File: src/rtl/btb_pkg.sv
package btb_pkg;
  // Strobes from control to datapath for one clock edge
  typedef struct packed {
    logic wrEn;   // write entry at wrIdx
    logic clrEn;  // clear valid bit at clrIdx
    logic advRr;  // rotating victim pointer moves on
  } btbStrobe_t;
endpackage

File: src/rtl/btb_datapath.sv
module btb_datapath #(
  parameter int ENTRIES = 4,
  parameter int AW      = 32,
  parameter int IW      = 32,
  parameter bit FOLD_EN = 1'b1,
  parameter int IDXW    = 2
) (
  input  logic                 clk,
  input  logic                 rstN,
  input  btb_pkg::btbStrobe_t  strb,
  input  logic [IDXW-1:0]      wrIdx,
  input  logic [IDXW-1:0]      clrIdx,
  input  logic [AW-1:0]        fetchPc,
  input  logic [AW-1:0]        updPc,
  input  logic [AW-1:0]        updTarget,
  input  logic                 updUncond,
  input  logic [IW-1:0]        updInstr,
  input  logic [AW-1:0]        invPc,
  output logic [ENTRIES-1:0]   validVec,
  output logic [ENTRIES-1:0]   updMatch,
  output logic [ENTRIES-1:0]   invMatch,
  output logic                 hit,
  output logic [AW-1:0]        predNextPc,
  output logic                 foldValid,
  output logic [IW-1:0]        foldInstr
);
  localparam logic [AW-1:0] STEP = AW'(4);

  logic [AW-1:0] tagQ    [ENTRIES];
  logic [AW-1:0] tgtQ    [ENTRIES];
  logic          uncondQ [ENTRIES];
  logic [ENTRIES-1:0] lkMatch;
  logic [AW-1:0] lkTgt;
  logic          lkUncond;
  logic          foldSel;

  // valid bits: reset, set on write, cleared on invalidate
  always_ff @(posedge clk) begin
    if (!rstN) begin
      validVec <= '0;
    end else begin
      if (strb.wrEn)  validVec[wrIdx]  <= 1'b1;
      if (strb.clrEn) validVec[clrIdx] <= 1'b0;
    end
  end

  // payload storage needs no reset, qualified by valid
  always_ff @(posedge clk) begin
    if (rstN && strb.wrEn) begin
      tagQ[wrIdx]    <= updPc;
      tgtQ[wrIdx]    <= updTarget;
      uncondQ[wrIdx] <= updUncond;
    end
  end

  // three comparator banks: fetch lookup, update and invalidate
  genvar g;
  generate
    for (g = 0; g < ENTRIES; g++) begin : gCmp
      assign lkMatch[g]  = validVec[g] && (tagQ[g] == fetchPc);
      assign updMatch[g] = validVec[g] && (tagQ[g] == updPc);
      assign invMatch[g] = validVec[g] && (tagQ[g] == invPc);
    end
  endgenerate

  // one-hot read mux (tags are kept unique)
  always_comb begin
    lkTgt    = '0;
    lkUncond = 1'b0;
    for (int i = 0; i < ENTRIES; i++) begin
      if (lkMatch[i]) begin
        lkTgt    = lkTgt | tgtQ[i];
        lkUncond = lkUncond | uncondQ[i];
      end
    end
  end

  assign hit = |lkMatch;

  generate
    if (FOLD_EN) begin : gFold
      logic [IW-1:0] instrQ [ENTRIES];
      logic [IW-1:0] lkInstr;
      always_ff @(posedge clk) begin
        if (rstN && strb.wrEn) instrQ[wrIdx] <= updInstr;
      end
      always_comb begin
        lkInstr = '0;
        for (int i = 0; i < ENTRIES; i++)
          if (lkMatch[i]) lkInstr = lkInstr | instrQ[i];
      end
      assign foldSel   = hit && lkUncond;
      assign foldInstr = foldSel ? lkInstr : '0;
    end else begin : gNoFold
      logic unusedFold;
      assign unusedFold = ^{updInstr, lkUncond};
      assign foldSel    = 1'b0;
      assign foldInstr  = '0;
    end
  endgenerate

  assign foldValid  = foldSel;
  assign predNextPc = !hit   ? fetchPc + STEP :
                      foldSel ? lkTgt + STEP  : lkTgt;
endmodule

File: src/rtl/btb_control.sv
module btb_control #(
  parameter int ENTRIES = 4,
  parameter int IDXW    = 2
) (
  input  logic                 clk,
  input  logic                 rstN,
  input  logic                 updEn,
  input  logic                 invEn,
  input  logic [ENTRIES-1:0]   validVec,
  input  logic [ENTRIES-1:0]   updMatch,
  input  logic [ENTRIES-1:0]   invMatch,
  output btb_pkg::btbStrobe_t  strb,
  output logic [IDXW-1:0]      wrIdx,
  output logic [IDXW-1:0]      clrIdx
);
  localparam logic [IDXW-1:0] LAST = IDXW'(ENTRIES - 1);

  logic [IDXW-1:0] rrPtr;
  logic [IDXW-1:0] sameIdx, freeIdx;
  logic            anyFree, anySame;

  // lowest index wins in each encoder
  always_comb begin
    sameIdx = '0;
    freeIdx = '0;
    clrIdx  = '0;
    for (int i = ENTRIES - 1; i >= 0; i--) begin
      if (updMatch[i])  sameIdx = IDXW'(i);
      if (!validVec[i]) freeIdx = IDXW'(i);
      if (invMatch[i])  clrIdx  = IDXW'(i);
    end
  end

  assign anySame = |updMatch;
  assign anyFree = ~&validVec;

  always_comb begin
    strb.wrEn  = updEn && !invEn;
    strb.clrEn = invEn && (|invMatch);
    strb.advRr = strb.wrEn && !anySame && !anyFree;
    if (anySame)      wrIdx = sameIdx;
    else if (anyFree) wrIdx = freeIdx;
    else              wrIdx = rrPtr;
  end

  always_ff @(posedge clk) begin
    if (!rstN)           rrPtr <= '0;
    else if (strb.advRr) rrPtr <= (rrPtr == LAST) ? '0 : rrPtr + 1'b1;
  end
endmodule

File: src/rtl/btb_fold.sv
module btb_fold #(
  parameter int ENTRIES = 4,
  parameter int AW      = 32,
  parameter int IW      = 32,
  parameter bit FOLD_EN = 1'b1
) (
  input  logic          clk,
  input  logic          rstN,
  input  logic [AW-1:0] fetchPc,
  output logic          hit,
  output logic [AW-1:0] predNextPc,
  output logic          foldValid,
  output logic [IW-1:0] foldInstr,
  input  logic          updEn,
  input  logic [AW-1:0] updPc,
  input  logic [AW-1:0] updTarget,
  input  logic          updUncond,
  input  logic [IW-1:0] updInstr,
  input  logic          invEn,
  input  logic [AW-1:0] invPc
);
  localparam int IDXW = (ENTRIES > 1) ? $clog2(ENTRIES) : 1;

  btb_pkg::btbStrobe_t strb;
  logic [IDXW-1:0]     wrIdx, clrIdx;
  logic [ENTRIES-1:0]  validVec, updMatch, invMatch;

  btb_control #(.ENTRIES(ENTRIES), .IDXW(IDXW)) uCtl (
    .clk(clk), .rstN(rstN), .updEn(updEn), .invEn(invEn),
    .validVec(validVec), .updMatch(updMatch), .invMatch(invMatch),
    .strb(strb), .wrIdx(wrIdx), .clrIdx(clrIdx)
  );

  btb_datapath #(.ENTRIES(ENTRIES), .AW(AW), .IW(IW), .FOLD_EN(FOLD_EN),
                 .IDXW(IDXW)) uDp (
    .clk(clk), .rstN(rstN), .strb(strb), .wrIdx(wrIdx), .clrIdx(clrIdx),
    .fetchPc(fetchPc), .updPc(updPc), .updTarget(updTarget),
    .updUncond(updUncond), .updInstr(updInstr), .invPc(invPc),
    .validVec(validVec), .updMatch(updMatch), .invMatch(invMatch),
    .hit(hit), .predNextPc(predNextPc), .foldValid(foldValid),
    .foldInstr(foldInstr)
  );
endmodule

File: config.mk
export PLATFORM = sky130hd
export DESIGN_NAME = btb_fold
export DESIGN_NICKNAME = d
export VERILOG_FILES = /design/src/rtl/btb_pkg.sv /design/src/rtl/btb_datapath.sv /design/src/rtl/btb_control.sv /design/src/rtl/btb_fold.sv
export SDC_FILE = /design/constraint.sdc
export NUM_CORES = 1
export LEC_CHECK = 0
export CAP_MARGIN = 10
export CELL_PAD_IN_SITES_DETAIL_PLACEMENT = 2
export CELL_PAD_IN_SITES_GLOBAL_PLACEMENT = 2
export CORE_ASPECT_RATIO = 2
export CORE_MARGIN = 3
export CORE_UTILIZATION = 39
export DETAILED_ROUTE_END_ITERATION = 6
export PLACE_DENSITY = 0.85
export SYNTH_ARGS = -nofsm -noshare
export SYNTH_HDL_FRONTEND = slang
export SYNTH_SLANG_ARGS = --single-unit
File: constraint.sdc
create_clock -name clk -period 15.31 [get_ports clk]
set_input_delay 3.062 -clock clk [delete_from_list [all_inputs] [get_ports clk]]
set_output_delay 3.062 -clock clk [all_outputs]
set_load 0.01 [all_outputs]
; Word-level counts from Yosys, hierarchy flattened
; Memory sizes are Yosys's and may differ from the RTL's.
; Cells that the tools add are included.
[totals]
output_inout_bits = 66
inputBits = 165
wordCells = 103
reg_bits = 6
n_memories = 4
latchBits = 0
rom_bits = 0
ramBits = 388
[mem_list]
columns = name, depth, width, read_ports, rd_clocked_by_memory_dff, wr, line_no
row1 = uDp.gFold.instrQ, 4, 32, 4, 0, 1, btb_datapath.sv:82  ; logic [IW-1:0] instrQ [ENTRIES];
row2 = uDp.tagQ, 4, 32, 4, 0, 1, btb_datapath.sv:29  ; logic [AW-1:0] tagQ [ENTRIES];
row3 = uDp.tgtQ, 4, 32, 4, 0, 1, btb_datapath.sv:30  ; logic [AW-1:0] tgtQ [ENTRIES];
row4 = uDp.uncondQ, 4, 1, 4, 0, 1, btb_datapath.sv:31  ; logic uncondQ [ENTRIES];
[op_classes]
n_eq_ne = 13
reduce_logical = 26
n_lt_le_gt_ge = 4
div_mod_pow = 0
bitwise = 12
mul = 0
mux = 39
shift = 0
add_sub_neg = 3
[ops]
columns = cell, count
row1 = $eq A32 B32 Y1, 12
row2 = $mux W32, 11
row3 = $or A32 B32 Y32, 6
row4 = $add A32 B3 Y32 const B, 2
row5 = $mux W2, 15
row6 = $logic_and A1 B1 Y1, 20
row7 = $mux W4, 3
row8 = $reduce_or A4 Y1, 3
row9 = $mux W1, 8
row10 = $lt A2 B3 Y1 const B, 2
row11 = $and A4 B4 Y4, 1
row12 = $demux W1 S2, 2
row13 = $ge A2 B1 Y1 const B, 2
row14 = $not A4 Y4, 1
row15 = $or A4 B4 Y4, 1
row16 = $reduce_and A4 Y1, 1
row17 = $or A1 B1 Y1, 3
row18 = $add A2 B1 Y2 const B, 1
row19 = $eq A2 B2 Y1 const B, 1
row20 = $logic_not A1 Y1, 2

; Logic depth before layout (Yosys ltp)
[logic_depth]
word_depth = 16
depth_mapped = 15
depth_no_buf = 12

; Modules after synthesis
; From an unflattened synthesis, not the netlist that was laid out.
[unflattened]
cells_unflattened = 1951
hier_area_um2 = 22068.7
[by_module_without_submodules]
columns = mod, seq_area_each_um2, n_inst, area_each_um2, cells_each
row1 = btb_datapath, 11731.3, 1, 21859.7, 1919
row2 = btb_control, 40.0, 1, 209.0, 32

; Least setup slack after synthesis
; No wires, ideal clock.
[synth_path]
kind = input port to flip-flop
start = input updPc[2]
end = memory uDp.gFold.instrQ[1][0] (enable)
arrival_time_ps = 11968
stages = 10
t_required_ps = 14618
n_path_buf = 1
slack_ps = 2651
setup_ps = 692
cell_sequence = clkbuf_1 -> xnor2_1 -> nand4_1 -> nor4_1 -> nand4_1 -> or4_1 -> nand2_1 -> nand2_1 -> a21boi_1 -> nor3b_1
[synth_between]
elab_chain_cells = 7
word_cells_on_any_way = 14
cone_classes = 4 x eq/ne / 5 x mux / 5 x reduce/logical
[synth_lines]
columns = element, line_no
row1 = "start, declared", btb_fold.sv:15  ; input logic [AW-1:0] updPc,
row2 = $eq A32 B32 Y1, btb_datapath.sv:61  ; assign updMatch[g] = validVec[g] && (tagQ[g] == updPc);
row3 = $logic_and A1 B1 Y1, btb_datapath.sv:61
row4 = $mux W2 (4 in series), btb_control.sv:28  ; if (updMatch[i]) sameIdx = IDXW'(i);
row5 = $mux W2 *, btb_control.sv:41  ; if (anySame) wrIdx = sameIdx;
row6 = "end, declared", btb_datapath.sv:82
; Every way passes the cells marked *; elsewhere a longest branch is shown, timed or not.

; Final worst setup path
[layout_path]
start = input fetchPc[30]
end = output predNextPc[29]
[layout_between]
elab_chain_cells = 12
word_cells_on_any_way = 27
cone_classes = 1 x add/sub / 4 x eq/ne / 10 x mux / 6 x bitwise / 6 x reduce/logical
[layout_lines]
columns = element, line_no
row1 = "start, declared", btb_fold.sv:9  ; input logic [AW-1:0] fetchPc,
row2 = $eq A32 B32 Y1, btb_datapath.sv:60  ; assign lkMatch[g] = validVec[g] && (tagQ[g] == fetchPc);
row3 = $logic_and A1 B1 Y1, btb_datapath.sv:60
row4 = $mux W32 / $mux W1 (equally long branches), btb_datapath.sv:71  ; if (lkMatch[i]) begin
row5 = $or A32 B32 Y32 / $or A1 B1 Y1 (equally long branches), "btb_datapath.sv:72, btb_datapath.sv:73"
row6 = $mux W32 / $mux W1 (equally long branches), btb_datapath.sv:71
row7 = $or A32 B32 Y32 / $or A1 B1 Y1 (equally long branches), "btb_datapath.sv:72, btb_datapath.sv:73"
row8 = $mux W32 / $mux W1 (equally long branches), btb_datapath.sv:71
row9 = $or A32 B32 Y32 / $or A1 B1 Y1 (equally long branches), "btb_datapath.sv:72, btb_datapath.sv:73"
row10 = $mux W32 / $mux W1 (equally long branches), btb_datapath.sv:71
row11 = $add A32 B3 Y32 / $logic_and A1 B1 Y1 (equally long branches), "btb_datapath.sv:104, btb_datapath.sv:92"
row12 = $mux W32, btb_datapath.sv:104  ; foldSel ? lkTgt + STEP : lkTgt;
row13 = $mux W32 *, btb_datapath.sv:103  ; assign predNextPc = !hit ? fetchPc + STEP :
row14 = "end, declared", btb_fold.sv:11  ; output logic [AW-1:0] predNextPc,
; Marked as above.

==> metrics.txt <==
minimum clock period=13.19 ns; fill cell count=5108; layout cells sized above 1=6.511%; H-tree lvl count=2; most common cell after layout, fill and taps aside=edfxtp_1; Clock Path Buffers=3; unrepaired setup endpoints after global routing=no; TNS Setup=0 ns; antenna violations before repair=7; Synth Net Count=1856; first-pass GRT wire length=146000 um; hold buffer count at CTS=0; Post-synth EDFFs=388; initial drt markers=1620; # Max-Cap Violations=0; CP Launch Type=input pin; Seq/Total Area, Yosys=57.22%; syn_area_per_cell=12.19 um^2; Pre-antenna DRT Iters=6; Vias/cell=6.532; Clock Skew=0.03405 ns; Worst IR Drop VDD=0.07821 mV; DR WL/cell=42.14 um; Required @ worst endpoint=12.25 ns; Pwr per Cell Area=101.3 nW/um^2; Synth cell types=59; Die Span Y=330.8 um; Nets=2029; DRC Markers=0; Final Setup Violations=0; Initial Utilization=39.59%; Vias=16690; Least-Margin Pin Slew=1.293 ns; CTS Sinks=394; hold slack=0.5765 ns; CTS resizes=0; Post-Syn Area=20570 um^2; Chip Width=168.4 um; WL final=107700 um; ys async rst share=0%; max-slew violations=0; DP Worst Slack=2.402 ns; #FFs+latches synth=394; status=finished, final reports clean; endpoint class of the critical path=primary output; Design Area, Final=24830 um^2; Arr. time, crit path=10.13 ns; yosys warns=0; Worst slew margin=12.99%; post-detailed-route count of antenna-violating nets=0; Fmax=75.79 MHz; worst-path maximum fanout=46; Synth-to-Final Area Change=20.71%; Hold WC Path Type=reg -> reg; Core ar.=51970 um^2; # rows=118; most frequent cells in the layout=edfxtp_1, xnor2_1, clkdlybuf4s50_1, nand4_1, a22oi_1; Post-Syn Instances=1688; final setup margin=2.115 ns; Num CTS Buffers=40; Congestion Overflow GR=0; Post-DP Area=23460 um^2; Fin. Hold Viols=0; Port Buffers=230; dpl hpwl=81110 um; CTS tree=done; CP Class=in -> out; Lkg Pwr=7.370 nW; Primary FF master, synth=edfxtp_1; Tcrit/Tclk final=86.18%; Post-CTS Setup Bufs=0; Routability Congestion=1.051; Die Area=55710 um^2; gr usage total=37.77%; largest net degree at the start of global routing=64; top-level port count=231; number of global-route vias before repair=18370; Clk Latency, worst-skew pair=0.60 ns; CTS root buffer=clkbuf_16; Clock transition at path regs=0.06 ns
[state kept, by name (all words and copies together) (netlist names)]
name              cells
uDp.gFold.instrQ    128
uDp.tagQ            128
uDp.tgtQ            128
uDp.uncondQ           4
uDp.validVec          4
uCtl.rrPtr            2
[synth_stat cells, types with 7 or more instances]
cell       number  area share [%]
edfxtp_1      388              57
and2_1         29            0.88
a22o_1         10            0.43
nand3_1        53             1.3
clkbuf_1       95             1.7
nand2_1        61             1.1
xnor2_1       349              15
buf_2          27            0.66
nand2b_1       13            0.40
nor2b_1         7            0.21
a222oi_1        9            0.44
a21oi_1        42             1.0
o21ai_0        32            0.78
nor3_1         22            0.54
xor2_1         68             2.9
inv_1          40            0.73
and3_1          8            0.24
nor4_1         22            0.67
nand4_1       138             4.2
o2111ai_1      18            0.77
o221ai_1        7            0.30
a22oi_1       105             3.8
nor2_1         48            0.88
or4_1           8            0.29
and4_1         11            0.47
[worst paths after layout]
kind / start / to / slack (ns) / cells past startpoint
setup / recovery: fetchPc[30] / predNextPc[29] / 2.12 / 13
hold / removal: uCtl.rrPtr[1]$_SDFFE_PN0P_ / uCtl.rrPtr[1]$_SDFFE_PN0P_ / 0.58 / 2
setup reg to reg: uDp.tagQ[2][7]$_DFFE_PP_ / uDp.tagQ[3][28]$_DFFE_PP_ / 9.15 / 10
hold reg to reg: uCtl.rrPtr[1]$_SDFFE_PN0P_ / uCtl.rrPtr[1]$_SDFFE_PN0P_ / 0.58 / 2
[cell type report]
type / count / area, um^2 / share of cell area [%]
Clock inverter: 24 / 336.6 / 1.355
Multi-Input combinational cell: 1120 / 8150 / 32.82
Timing Repair Buffer: 264 / 2557 / 10.30
Sequential cell: 394 / 11770 / 47.40
Inverter: 41 / 153.9 / 0.6197
Tap cell: 660 / 825.8 / 3.325
Antenna cell: 6 / 15.01 / 0.06046
Clock buffer: 46 / 1023 / 4.121
[layer usage]
metal | up-vias | share of wire, % | GRT usage, %
met1 | 8516 | 30 | 35.41
met5 | - | 0.017 | 0
met4 | 4 | 13 | 38.42
met3 | 470 | 5.4 | 5.219
met2 | 1043 | 51 | 67.83
li1 | 6657 | - | -
[power by group]
group	internal, W	switching, W
Combinational	0.0000909	0.000143
Clock	0.000604	0.000469
Sequential	0.00120	0.0000120
[metrics by stage]
step / util [%] / total power (W) / std cells
2_1_floorplan: - / 0.001323 / 1688
3_3_place_gp: 45.13 / 0.001450 / 2479
3_5_place_dp: 45.14 / 0.001460 / 2479
4_1_cts: 47.76 / 0.002517 / 2549
5_1_grt: 47.78 / 0.002558 / 2554
6_report: 47.79 / 0.002516 / 2555
[worst max-delay path: stages]
cell and delay, ns:
clkdlybuf4s50_1 0.89, xnor2_1 0.20, nand3_1 0.84, nor3_1 1.09, and3_2 1.03, a222oi_1 0.36
o21ba_1 0.30, a2111oi_2 0.59, o2111ai_2 0.34, nor3b_1 0.43, xnor2_1 0.18, o21ai_0 0.19
clkdlybuf4s50_1 0.57
[kinds of logic after synthesis]
group | Yosys count | synth area share, %
buf+inv | 174 | 3.448
fa+ha+maj | 3 | 0.1825
mux | 2 | 0.09731
xor+xnor | 417 | 17.75
compound gates | 256 | 8.958
simple gates | 442 | 12.35
flops | 394 | 57.22
No activity file was read; power rests on OpenSTA's default activity.
